File: src/rtl/sensor_poll_pkg.sv
package sensor_poll_pkg;

    typedef enum logic [2:0] {
        ST_IDLE,
        ST_SETUP,
        ST_HIGH,
        ST_LOW,
        ST_GAP
    } poll_state_t;

    // Nanoseconds to clock cycles, rounded up, never below one cycle.
    function automatic int unsigned ns_to_cyc(input int unsigned ns, input int unsigned clk_khz);
        logic [63:0] q;
        q = (64'(ns) * 64'(clk_khz) + 64'd999_999) / 64'd1_000_000;
        if (q == 64'd0) q = 64'd1;
        return q[31:0];
    endfunction

endpackage

File: src/rtl/poll_interval_timer.sv
module poll_interval_timer #(
    parameter int unsigned CNT_W = 8
) (
    input  logic             clk,
    input  logic             rst,
    input  logic             load_i,
    input  logic [CNT_W-1:0] load_val_i,
    output logic             expired_o
);

    logic [CNT_W-1:0] cnt_q;

    // Loading N-1 keeps the owning state active for N cycles.
    always_ff @(posedge clk) begin
        if (rst) begin
            cnt_q <= '0;
        end else if (load_i) begin
            cnt_q <= load_val_i;
        end else if (cnt_q != '0) begin
            cnt_q <= cnt_q - 1'b1;
        end
    end

    assign expired_o = (cnt_q == '0);

endmodule

File: src/rtl/poll_frame_shift.sv
module poll_frame_shift #(
    parameter int unsigned FRAME_BYTES = 10,
    parameter logic [7:0]  CMD_BYTE    = 8'h55
) (
    input  logic                     clk,
    input  logic                     rst,
    input  logic                     reload_i,
    input  logic                     drive_i,
    input  logic                     sample_i,
    input  logic                     commit_i,
    input  logic                     miso_i,
    output logic                     mosi_o,
    output logic [8*FRAME_BYTES-1:0] frame_o
);

    localparam int unsigned FRAME_BITS = 8 * FRAME_BYTES;
    localparam logic [FRAME_BITS-1:0] TX_IMAGE = {CMD_BYTE, {(FRAME_BITS-8){1'b0}}};

    logic [FRAME_BITS-1:0] tx_sh;
    logic [FRAME_BITS-1:0] rx_sh;
    logic [FRAME_BITS-1:0] rx_ordered;
    logic                  mosi_q;
    logic [FRAME_BITS-1:0] frame_q;

    // Transmit side: the MSB leaves first, and the register refills with zeros.
    always_ff @(posedge clk) begin
        if (rst) begin
            tx_sh  <= TX_IMAGE;
            mosi_q <= 1'b0;
        end else if (reload_i) begin
            tx_sh  <= TX_IMAGE;
        end else if (drive_i) begin
            mosi_q <= tx_sh[FRAME_BITS-1];
            tx_sh  <= {tx_sh[FRAME_BITS-2:0], 1'b0};
        end
    end

    // Receive side: the first bit ends up at the top of rx_sh.
    always_ff @(posedge clk) begin
        if (rst) begin
            rx_sh <= '0;
        end else if (sample_i) begin
            rx_sh <= {rx_sh[FRAME_BITS-2:0], miso_i};
        end
    end

    // Byte reversal so that the first received byte lands in the lowest lane.
    for (genvar k = 0; k < FRAME_BYTES; k++) begin : g_lane
        assign rx_ordered[8*k +: 8] = rx_sh[8*(FRAME_BYTES-1-k) +: 8];
    end

    always_ff @(posedge clk) begin
        if (rst) begin
            frame_q <= '0;
        end else if (commit_i) begin
            frame_q <= rx_ordered;
        end
    end

    assign mosi_o  = mosi_q;
    assign frame_o = frame_q;

endmodule

File: src/rtl/sensor_poll_spi.sv
module sensor_poll_spi
    import sensor_poll_pkg::*;
#(
    parameter int unsigned CLK_KHZ     = 200_000,
    parameter int unsigned SETUP_NS    = 6_900,
    parameter int unsigned GAP_NS      = 1_500_000,
    parameter int unsigned HALF_CYC    = 50,
    parameter int unsigned FRAME_BYTES = 10,
    parameter logic [7:0]  CMD_BYTE    = 8'h55
) (
    input  logic                     clk,
    input  logic                     rst,
    input  logic                     start_i,
    input  logic                     cont_i,
    input  logic                     miso_i,
    output logic                     sclk_o,
    output logic                     cs_n_o,
    output logic                     mosi_o,
    output logic [8*FRAME_BYTES-1:0] rx_frame_o,
    output logic                     done_o
);

    localparam int unsigned SETUP_CYC  = ns_to_cyc(SETUP_NS, CLK_KHZ);
    localparam int unsigned GAP_CYC    = ns_to_cyc(GAP_NS, CLK_KHZ);
    localparam int unsigned HALF_EFF   = (HALF_CYC < 1) ? 1 : HALF_CYC;
    localparam int unsigned FRAME_BITS = 8 * FRAME_BYTES;
    localparam int unsigned MAX_A      = (SETUP_CYC > GAP_CYC) ? SETUP_CYC : GAP_CYC;
    localparam int unsigned MAX_CYC    = (MAX_A > HALF_EFF) ? MAX_A : HALF_EFF;
    localparam int unsigned CNT_W      = $clog2(MAX_CYC + 1);
    localparam int unsigned BIT_W      = $clog2(FRAME_BITS);

    localparam logic [CNT_W-1:0] SETUP_LD = CNT_W'(SETUP_CYC - 1);
    localparam logic [CNT_W-1:0] GAP_LD   = CNT_W'(GAP_CYC - 1);
    localparam logic [CNT_W-1:0] HALF_LD  = CNT_W'(HALF_EFF - 1);
    localparam logic [BIT_W-1:0] LAST_BIT = BIT_W'(FRAME_BITS - 1);

    poll_state_t      state_q, state_n;
    logic             tmr_load;
    logic [CNT_W-1:0] tmr_val;
    logic             tmr_expired;
    logic             tx_reload, bit_drive, bit_sample, frame_end;
    logic             bit_clr, bit_inc;
    logic [BIT_W-1:0] bit_idx_q;
    logic             last_bit;
    logic             cs_n_q, sclk_q, done_q;

    poll_interval_timer #(.CNT_W(CNT_W)) timer_i (
        .clk        (clk),
        .rst        (rst),
        .load_i     (tmr_load),
        .load_val_i (tmr_val),
        .expired_o  (tmr_expired)
    );

    poll_frame_shift #(.FRAME_BYTES(FRAME_BYTES), .CMD_BYTE(CMD_BYTE)) shift_i (
        .clk      (clk),
        .rst      (rst),
        .reload_i (tx_reload),
        .drive_i  (bit_drive),
        .sample_i (bit_sample),
        .commit_i (frame_end),
        .miso_i   (miso_i),
        .mosi_o   (mosi_o),
        .frame_o  (rx_frame_o)
    );

    assign last_bit = (bit_idx_q == LAST_BIT);

    // State register
    always_ff @(posedge clk) begin
        if (rst) state_q <= ST_IDLE;
        else     state_q <= state_n;
    end

    // Bit position within the frame
    always_ff @(posedge clk) begin
        if (rst || bit_clr) bit_idx_q <= '0;
        else if (bit_inc)   bit_idx_q <= bit_idx_q + 1'b1;
    end

    // Transitions and per-transition strobes
    always_comb begin
        state_n    = state_q;
        tmr_load   = 1'b0;
        tmr_val    = '0;
        tx_reload  = 1'b0;
        bit_drive  = 1'b0;
        bit_sample = 1'b0;
        frame_end  = 1'b0;
        bit_clr    = 1'b0;
        bit_inc    = 1'b0;
        unique case (state_q)
            ST_IDLE: begin
                if (start_i || cont_i) begin
                    state_n   = ST_SETUP;
                    tmr_load  = 1'b1;
                    tmr_val   = SETUP_LD;
                    tx_reload = 1'b1;
                    bit_clr   = 1'b1;
                end
            end
            ST_SETUP: begin
                if (tmr_expired) begin
                    state_n   = ST_HIGH;
                    tmr_load  = 1'b1;
                    tmr_val   = HALF_LD;
                    bit_drive = 1'b1;
                end
            end
            ST_HIGH: begin
                if (tmr_expired) begin
                    state_n    = ST_LOW;
                    tmr_load   = 1'b1;
                    tmr_val    = HALF_LD;
                    bit_sample = 1'b1;
                end
            end
            ST_LOW: begin
                if (tmr_expired) begin
                    tmr_load = 1'b1;
                    if (last_bit) begin
                        state_n   = ST_GAP;
                        tmr_val   = GAP_LD;
                        frame_end = 1'b1;
                    end else begin
                        state_n   = ST_HIGH;
                        tmr_val   = HALF_LD;
                        bit_drive = 1'b1;
                        bit_inc   = 1'b1;
                    end
                end
            end
            ST_GAP: begin
                if (tmr_expired) begin
                    if (cont_i) begin
                        state_n   = ST_SETUP;
                        tmr_load  = 1'b1;
                        tmr_val   = SETUP_LD;
                        tx_reload = 1'b1;
                        bit_clr   = 1'b1;
                    end else begin
                        state_n = ST_IDLE;
                    end
                end
            end
            default: state_n = ST_IDLE;
        endcase
    end

    // Registered pin outputs, taken from the next state
    always_ff @(posedge clk) begin
        if (rst) begin
            cs_n_q <= 1'b1;
            sclk_q <= 1'b0;
            done_q <= 1'b0;
        end else begin
            cs_n_q <= !(state_n == ST_SETUP || state_n == ST_HIGH || state_n == ST_LOW);
            sclk_q <= (state_n == ST_HIGH);
            done_q <= frame_end;
        end
    end

    assign cs_n_o = cs_n_q;
    assign sclk_o = sclk_q;
    assign done_o = done_q;

endmodule

File: config.mk
export PLATFORM = sky130hd
export DESIGN_NAME = sensor_poll_spi
export DESIGN_NICKNAME = d
export VERILOG_FILES = /design/src/rtl/sensor_poll_pkg.sv /design/src/rtl/poll_interval_timer.sv /design/src/rtl/poll_frame_shift.sv /design/src/rtl/sensor_poll_spi.sv
export SDC_FILE = /design/constraint.sdc
export NUM_CORES = 1
export LEC_CHECK = 0
export BUFFER_PORTS_ARGS = -buffer_cell sky130_fd_sc_hd__buf_4
export CAP_MARGIN = 20
export CORE_MARGIN = 1.5
export CORE_UTILIZATION = 45
export DETAILED_ROUTE_END_ITERATION = 12
export GPL_TIMING_DRIVEN = 1
export SLEW_MARGIN = 25
export SYNTH_ARGS = -nofsm -noshare
export SYNTH_HDL_FRONTEND = slang
export SYNTH_SLANG_ARGS = --single-unit
File: constraint.sdc
create_clock -name clk -period 3.4 [get_ports clk]
set_input_delay 0.85 -clock clk [delete_from_list [all_inputs] [get_ports clk]]
set_output_delay 0.85 -clock clk [all_outputs]
set_load 0.01 [all_outputs]
==> impl_metrics.json, run 1 <==
{
  "tightest_slew_ns": 0.791,
  "startpoint_type": "flip-flop",
  "grt_pass1_vias": 5717,
  "fp-row-count": 46,
  "portBuffers": 88,
  "htree_levels": 1,
  "min_path_cells": 2,
  "internal_power_uw": 4150,
  "synthTopCellsByCount": "nand2_1 (335), dfxtp_1 (201), a21oi_1 (183)",
  "viasPerCell": 5.14,
  "postCtsSetupRepairBufs": 0,
  "max_freq_mhz": 400,
  "ioPinCount": 89,
  "synth_top_cell_area_share_pct": 53.9,
  "start_util_pct": 46.5,
  "synth.net_count": 941,
  "r2r_end": "shift_i.tx_sh[76]",
  "cp-end-kind": "flip-flop",
  "antenna_found_initial": 0,
  "layout-drive-gt1-share_pct": 14.9,
  "clk-insertion-delay-late_ns": 0.50,
  "postCtsHoldBufs": 0,
  "hold_viol": 0,
  "p_sw_uw": 1260,
  "outcome": "finished, final reports clean",
  "fillerInstances": 1538,
  "whs_ns": 0.440,
  "synth_top_area_cell": "dfxtp_1",
  "syn_area_um2": 7470,
  "gr-total-overflow": 0,
  "arrival_ns": 2.86,
  "hp-class": "flip-flop to flip-flop",
  "vias": 6299,
  "dieArea_um2": 17400,
  "drv_slew": 0,
  "synth_edf_count": 0,
  "tritoncts": "yes",
  "rsz0062_at_grt": "false",
  "path_clk_slew_ns": 0.06,
  "path_buf_inv": 2,
  "p_comb_share_pct": 8.0,
  "dp_hpwl_um": 9790,
  "post-route-min-period_ns": 2.50,
  "ys_seq_elements": 201,
  "dr.pass1.iters": 5,
  "cts_sinks": 201,
  "finalClockSkew_ns": 0.00892,
  "drtAntennaViolNets": 0,
  "synth_ff_type": "dfxtp_1",
  "grt_max_degree": 104,
  "root_buffer": "clkbuf_16",
  "crit_path_cell_trace": "inv_1, ha_1, or3b_2, nor2_1, buf_4, nand4_1, mux2i_1, nand2_1",
  "postSynthCellCount": 934,
  "ys_async_sr_fraction_pct": 0,
  "setup_tns_ns": 0,
  "clockBufferDepth": 3,
  "relSlewSlack_pct": 46.7,
  "p_clk_share_pct": 47.0,
  "p_leak_uw": 0.00330,
  "drt_iter0_markers": 473,
  "cp_slowest_cell": "nand4_1",
  "die_x_um": 132,
  "avgSynthCellArea_um2": 7.99,
  "p_per_area_nw_per_um2": 595,
  "maxCapViolations": 0,
  "syn2layout_area_growth_pct": 21.8,
  "die_y_um": 132,
  "crit_family": "simple AND/OR/NAND/NOR gates",
  "yosysWarnings": 0,
  "num_antenna_cells": 0,
  "finalWirelength_um": 16600,
  "worstHoldStart": "shift_i.tx_sh[72]",
  "wire_per_inst_um": 13.6,
  "grt_pass1_wl_um": 27900,
  "min_to": "shift_i.tx_sh[72]",
  "synth.lib_cells_used.distinct": 47,
  "numCtsBuffers": 22,
  "synth.most_common_cell": "nand2_1",
  "drc": 0,
  "place.gp.congestion": 0.816,
  "setup_viol": 0,
  "core_area_um2": 16100,
  "grt_usage_pct": 18.6,
  "synth.area.top_cells": "dfxtp_1 (54%), nand2_1 (17%), a21oi_1 (12%)",
  "r2r_cells": 8,
  "switching_share_pct": 23.3,
  "slowest_delay_ns": 0.50,
  "peakVddDrop_v": 0.000489,
  "layout.nets": 1000,
  "critPathKind": "flip-flop to flip-flop",
  "p_seq_share_pct": 45.0,
  "r2r_slack_ns": 0.90,
  "r2r_start": "timer_i.cnt_q[0]",
  "cts_resized": 0,
  "fin_crit_sh_pct": 73.5,
  "ys_seq_area_share_pct": 53.9,
  "required_ns": 3.76,
  "worstPathMaxFanout": 14
}
## power by group through the flow
stage                     clock, µW  combinational, µW  sequential [µW]
after floorplan                   0                326             2470
after global placement            0                429             2480
after detailed placement          0                427             2480
after CTS                      2610                431             2430
after global routing           2710                477             2440
final                          2540                433             2430
## worst max-delay path by stage
| stage | end | from | cells past startpoint |
|---|---|---|---|
| final | shift_i.tx_sh[76] | timer_i.cnt_q[0] | 8 |
| after global routing | shift_i.tx_sh[76] | timer_i.cnt_q[10] | 6 |
| after CTS | shift_i.tx_sh[76] | timer_i.cnt_q[0] | 8 |
| after global placement | shift_i.rx_sh[36] | timer_i.cnt_q[1] | 9 |
| after detailed placement | shift_i.tx_sh[76] | timer_i.cnt_q[1] | 8 |
| after floorplan | timer_i.cnt_q[12] | timer_i.cnt_q[0] | 8 |
## sequential cells by signal (all words and copies together), names as in the netlist
| signal | cells |
|---|---|
| shift_i.rx_sh | 80 |
| shift_i.tx_sh | 8 |
| done_o | 1 |
| shift_i.mosi_o | 1 |
| state_q | 3 |
| sclk_o | 1 |
| timer_i.cnt_q | 19 |
| cs_n_o | 1 |
| shift_i.frame_o | 80 |
| bit_idx_q | 7 |
## cell usage in the layout, fill, tap and decap left out, types with 4 or more instances in the layout
cell,count
nand2_1,335
dfxtp_1,201
a21oi_1,183
buf_4,95
clkbuf_16,23
nor2_1,20
o21ai_0,11
mux2i_1,10
nor3_1,8
nand3_1,8
nor4_1,7
xnor2_1,7
or3_1,6
o31ai_1,6
xor2_1,6
clkbuf_8,6
inv_1,5
and3_1,5
nand4_1,4
or4_1,4
o22ai_1,4
o21a_1,4
buf_12,4
## kinds of logic (layout without fill, tap and decap cells)
family / after synthesis / count (layout) / share of synthesized area [%]
compound gates: 224 / 224 / 16.1
xor+xnor: 13 / 13 / 1.53
fa+ha+maj: 2 / 2 / 0.335
buf+inv: 70 / 145 / 3.72
flops: 201 / 201 / 53.9
mux: 10 / 10 / 1.34
simple gates: 414 / 414 / 23.0
## stage by stage
step / cells / cell area (µm²) / utilization [%] / setup slack [ns] / power, µW
global route: 1225 / 9090 / 56.6 / 0.663 / 5630
finish: 1225 / 9090 / 56.6 / 0.900 / 5410
CTS: 1225 / 9090 / 56.6 / 0.907 / 5470
detailed placement: 1185 / 8300 / 51.7 / 0.924 / 2910
floorplan: 934 / 7470 / - / 1.08 / 2800
global placement: 1185 / 8300 / 51.7 / 0.950 / 2910
## per-layer routing
layer	track usage (%)	up-vias	part of all wire, %
met5	0	-	0
met3	3.65	24	4.5
met1	26.4	2932	50
met2	29.2	110	44
met4	4.32	0	1.4
li1	-	3233	-
## worst min-delay path: cells and delay by family, from the launching register on
kind          cells  cell delay [ns]
flops             1             0.31
simple gates      2             0.09
## area by class of cell
type | instances | area, µm² | area share, %
clock inverter | 9 | 131 | 1.44
inverter | 5 | 18.8 | 0.206
timing repair buffer | 100 | 805 | 8.85
tap | 216 | 270 | 2.97
sequential | 201 | 4020 | 44.2
multi-input combinational | 663 | 3180 | 35.0
clock buffer | 31 | 666 | 7.32
(Power assumes the default switching activity.)
==> run 2: changes to the inputs <==
==> constraint.sdc (replaced) <==
create_clock -name clk -period 2.6 [get_ports clk]
set_input_delay 0.65 -clock clk [delete_from_list [all_inputs] [get_ports clk]]
set_output_delay 0.65 -clock clk [all_outputs]
set_load 0.01 [all_outputs]
==> run 2 against run 1 <==
Against the previous run: design area is 0.59% higher; critical endpoint is now shift_i.frame_o[67]; largest cell class unchanged; die area stayed put; largest power group is now registers; global-route usage is 0.40 points higher.
==> impl_metrics.json, run 2 (synthesis gave the netlist of run 1 again) <==
{
  "tightest_slew_ns": 0.605,
  "p_leak_uw": 0.00334,
  "mostFrequentLayoutCell": "nand2_1",
  "p_per_area_nw_per_um2": 755,
  "path_buf_inv": 3,
  "setup_tns_ns": 0,
  "p_seq_share_pct": 46.0,
  "worstPathMaxFanout": 44,
  "dr.pass1.iters": 5,
  "setup_viol": 0,
  "r2r_cells": 9,
  "tritoncts": "yes",
  "layout-drive-gt1-share_pct": 15.6,
  "startpoint_type": "flip-flop",
  "die_y_um": 132,
  "postCtsHoldBufs": 0,
  "grt_usage_pct": 19.0,
  "min_path_cells": 3,
  "cts_resized": 0,
  "dieArea_um2": 17400,
  "switching_share_pct": 23.4,
  "relSlewSlack_pct": 59.7,
  "peakVddDrop_v": 0.000414,
  "layout_common_cells": "nand2_1 (335), dfxtp_1 (201), a21oi_1 (183), buf_4 (104), clkbuf_16 (23)",
  "maxCapViolations": 0,
  "post-route-min-period_ns": 2.37,
  "place_ws_ns": 0.297,
  "clk-insertion-delay-late_ns": 0.49,
  "drtAntennaViolNets": 0,
  "antenna_found_initial": 0,
  "finalWirelength_um": 16900,
  "p_comb_share_pct": 8.7,
  "max_freq_mhz": 422,
  "multi_input_area_um2": 3180,
  "rsz0062_at_grt": "false",
  "stdcell_area_um2": 9150,
  "fin_crit_sh_pct": 91.2,
  "cts_sinks": 201,
  "dp_hpwl_um": 10100,
  "internal_power_uw": 5290,
  "outcome": "finished, final reports clean",
  "clockBufferDepth": 3,
  "grt_pass1_vias": 5868,
  "fp-row-count": 46,
  "fin_util_pct": 57.0,
  "gr-total-overflow": 0,
  "ioPinCount": 89,
  "drt_iter0_markers": 399,
  "root_buffer": "clkbuf_16",
  "required_ns": 3.00,
  "vias": 6302,
  "core_area_um2": 16100,
  "place.gp.congestion": 0.846,
  "cp_slowest_cell": "or3b_2",
  "total_power_uw": 6910,
  "die_x_um": 132,
  "hold_viol": 0,
  "numCtsBuffers": 22,
  "start_util_pct": 46.5,
  "htree_levels": 1,
  "grt_pass1_wl_um": 28400,
  "regArea_um2": 4020,
  "drv_slew": 0,
  "layout.nets": 1011,
  "cp_num_cells": 9,
  "layout_setup_ws_ns": 0.229,
  "wire_per_inst_um": 13.7,
  "p_clk_share_pct": 45.3,
  "portBuffers": 88,
  "viasPerCell": 5.10,
  "num_antenna_cells": 0,
  "syn2layout_area_growth_pct": 22.5,
  "hp-class": "primary input to flip-flop",
  "postCtsSetupRepairBufs": 0,
  "drc": 0,
  "p_sw_uw": 1620,
  "crit_path_cell_trace": "inv_1, ha_1, or3b_2, nor2_1, buf_4, and4_2, buf_12, nand2_1, a21oi_1",
  "slowest_delay_ns": 0.49,
  "fillerInstances": 1506,
  "cp-end-kind": "flip-flop",
  "arrival_ns": 2.78,
  "place_area_um2": 8400,
  "path_clk_slew_ns": 0.06,
  "critPathKind": "flip-flop to flip-flop",
  "finalClockSkew_ns": 0.0130,
  "grt_max_degree": 83,
  "crit_family": "simple AND/OR/NAND/NOR gates"
}
## run 2: cell count changes in the layout (fill, tap and decap cells not counted), sizes merged
cell and delta:
bufinv -1, buf +11, clkbuf -1, clkinv +3, clkinvlp -2
## run 2: path summary, 6_finish.rpt
check / endpoint / slack (ns) / start
worst max-delay path: shift_i.frame_o[67] / 0.23 / timer_i.cnt_q[0]
worst min register to register: shift_i.frame_o[10] / 0.45 / shift_i.frame_o[10]
worst min-delay path: shift_i.rx_sh[0] / 0.42 / miso_i
worst max register to register: shift_i.frame_o[67] / 0.23 / timer_i.cnt_q[0]
## run 2: layer usage
layer | part of all wire (%) | wire length [µm] | track usage [%]
met5 | 0 | 0 | 0
met4 | 1.6 | 278 | 4.63
met3 | 3.9 | 665 | 3.61
met2 | 45 | 7600 | 31.0
met1 | 49 | 8310 | 26.0
## run 2: area by class of cell
cell class | instances | area share (%)
multi-input cells | 663 | 34.8
repair buffers | 111 | 9.97
clock buffers | 30 | 7.02
flip-flops and latches | 201 | 44.0
clock inverters | 9 | 1.11
inverters | 5 | 0.205
well taps | 216 | 2.95
## run 2: tightest hold or removal path: stages
cell     delay [ns]
buf_4          0.11
nand2_1        0.05
a21oi_1        0.05
## run 2: per-stage QoR
| stage | hold slack [ns] | std cells |
|---|---|---|
| final | 0.421 | 1235 |
| after global routing | 0.435 | 1235 |
| after CTS | 0.408 | 1235 |
| after detailed placement | 0.442 | 1196 |
| after global placement | 0.434 | 1196 |
| after floorplan | 0.422 | 934 |
## run 2: power groups by stage
stage	logic, µW	registers [µW]	clock network, µW
after floorplan	426	3230	0
after global placement	593	3250	0
after detailed placement	592	3250	0
after CTS	595	3180	3210
after global routing	662	3190	3350
final	598	3180	3130
==> run 3: changes to the inputs <==
--- a/config.mk
+++ b/config.mk
@@ -11,6 +11,7 @@
 export CORE_UTILIZATION = 45
 export DETAILED_ROUTE_END_ITERATION = 12
 export GPL_TIMING_DRIVEN = 1
+export PLACE_DENSITY = 0.63
 export SLEW_MARGIN = 25
 export SYNTH_ARGS = -nofsm -noshare
 export SYNTH_HDL_FRONTEND = slang
==> run 3 against run 2 <==
Against the previous run: utilization fell by 0.25 points; hold slack got worse by 0.018 ns; sequential cell count did not move; critical path type unchanged; critical endpoint is now timer_i.cnt_q[12]; first-iteration DRC count fell by 11%; combinational power fell by 3%; highest routed layer unchanged.
==> impl_metrics.json, run 3 (synthesis gave the netlist of run 1 again) <==
{
  "outcome": "finished, final reports clean",
  "cp_slowest_cell": "or3b_2",
  "required_ns": 2.97,
  "place.gp.congestion": 0.874,
  "portBuffers": 88,
  "regArea_um2": 4020,
  "min_to": "shift_i.rx_sh[0]",
  "layout.nets": 1010,
  "fin_crit_sh_pct": 90.2,
  "syn2layout_area_growth_pct": 22.0,
  "relSlewSlack_pct": 59.1,
  "die_y_um": 132,
  "min_path_cells": 3,
  "clockBufferDepth": 3,
  "crit_family": "simple AND/OR/NAND/NOR gates",
  "layout_common_cells": "nand2_1 (335), dfxtp_1 (201), a21oi_1 (183), buf_4 (106), clkbuf_16 (21)",
  "numCtsBuffers": 21,
  "hp-class": "primary input to flip-flop",
  "drc": 0,
  "crit_path_cell_trace": "inv_1, ha_1, or3b_2, or2_2, o21ai_0, buf_4, a21o_1, o22ai_1",
  "fp-row-count": 46,
  "cts_sinks": 201,
  "p_leak_uw": 0.00332,
  "tritoncts": "yes",
  "path_clk_slew_ns": 0.06,
  "arrival_ns": 2.72,
  "dieArea_um2": 17400,
  "maxCapViolations": 0,
  "start_util_pct": 46.5,
  "die_x_um": 132,
  "critPathKind": "flip-flop to flip-flop",
  "setup_tns_ns": 0,
  "dr.pass1.iters": 5,
  "gr-total-overflow": 0,
  "drtAntennaViolNets": 0,
  "root_buffer": "clkbuf_16",
  "cts_resized": 0,
  "cp-end-kind": "flip-flop",
  "antenna_found_initial": 0,
  "postCtsHoldBufs": 0,
  "mostFrequentLayoutCell": "nand2_1",
  "r2r_slack_ns": 0.26,
  "grt_pass1_vias": 5592,
  "cp_num_cells": 8,
  "r2r_start": "timer_i.cnt_q[0]",
  "clk-insertion-delay-late_ns": 0.50,
  "stdcell_count": 1232,
  "finalWirelength_um": 16500,
  "grt_usage_pct": 18.5,
  "num_antenna_cells": 0,
  "worstPathMaxFanout": 6,
  "viasPerCell": 5.11,
  "dp_hpwl_um": 10100,
  "max_freq_mhz": 427,
  "tightest_slew_ns": 0.614,
  "r2r_cells": 8,
  "rsz0062_at_grt": "false",
  "htree_levels": 1,
  "startpoint_type": "flip-flop",
  "drv_slew": 0,
  "grt_max_degree": 83,
  "multi_input_area_um2": 3180,
  "path_buf_inv": 2,
  "peakVddDrop_v": 0.000538,
  "slowest_delay_ns": 0.50,
  "p_per_area_nw_per_um2": 755,
  "core_area_um2": 16100,
  "fillerInstances": 1519,
  "post-route-min-period_ns": 2.34,
  "r2r_end": "timer_i.cnt_q[12]",
  "setup_viol": 0,
  "numPlacedInstances": 1196,
  "finalClockSkew_ns": 0.0126,
  "drt_iter0_markers": 355,
  "ioPinCount": 89,
  "vias": 6300,
  "hold_viol": 0,
  "layout-drive-gt1-share_pct": 15.4,
  "postCtsSetupRepairBufs": 0,
  "grt_pass1_wl_um": 27400,
  "wire_per_inst_um": 13.4,
  "worstHoldStart": "miso_i"
}
-- run 3: through the flow --
stage                     hold WS, ns  utilization, %  setup WS [ns]  cell area (µm²)  power, µW
final                           0.403            56.7          0.256             9110       6880
after global routing            0.401            56.7         0.0913             9110       7140
after CTS                       0.386            56.7          0.267             9110       6960
after detailed placement        0.436            52.2          0.291             8380       3810
after global placement          0.432            52.2          0.302             8380       3820
after floorplan                 0.422               -          0.281             7470       3660
-- run 3: area by class of cell --
type	instances	share of cell area (%)
Clock inverter	6	1.20
Sequential cell	201	44.2
Inverter	5	0.206
Tap cell	216	2.97
Clock buffer	30	6.80
Timing Repair Buffer	111	9.74
Multi-Input combinational cell	663	34.9
-- run 3: worst min-delay path, delay by kind of cell --
kind	cells	cell delay (ns)
AO/OA/AOI/OAI	1	0.05
AND/OR/NAND/NOR	1	0.04
buffers and inverters	1	0.11
-- run 3: layer usage --
metal | global-route usage [%] | vias up | wire length, µm
met4 | 5.12 | 0 | 363
met2 | 29.4 | 109 | 7350
met5 | 0 | - | 0
met1 | 26.0 | 2911 | 8200
li1 | - | 3254 | -
met3 | 3.19 | 26 | 620
-- run 3: where the power goes --
part           internal (µW)  switching (µW)  total (µW)
Combinational            222             356         579
Clock                   1950            1180        3120
Sequential              3130            52.4        3180
-- run 3: how the worst max path moves through the flow --
stage                     startpoint                   to  slack [ns]
floorplan           timer_i.cnt_q[0]    timer_i.cnt_q[12]        0.28
global placement    timer_i.cnt_q[0]         bit_idx_q[0]        0.30
detailed placement  timer_i.cnt_q[0]  shift_i.frame_o[50]        0.29
CTS                 timer_i.cnt_q[0]  shift_i.frame_o[50]        0.27
global route        timer_i.cnt_q[0]  shift_i.frame_o[50]        0.09
finish              timer_i.cnt_q[0]    timer_i.cnt_q[12]        0.26
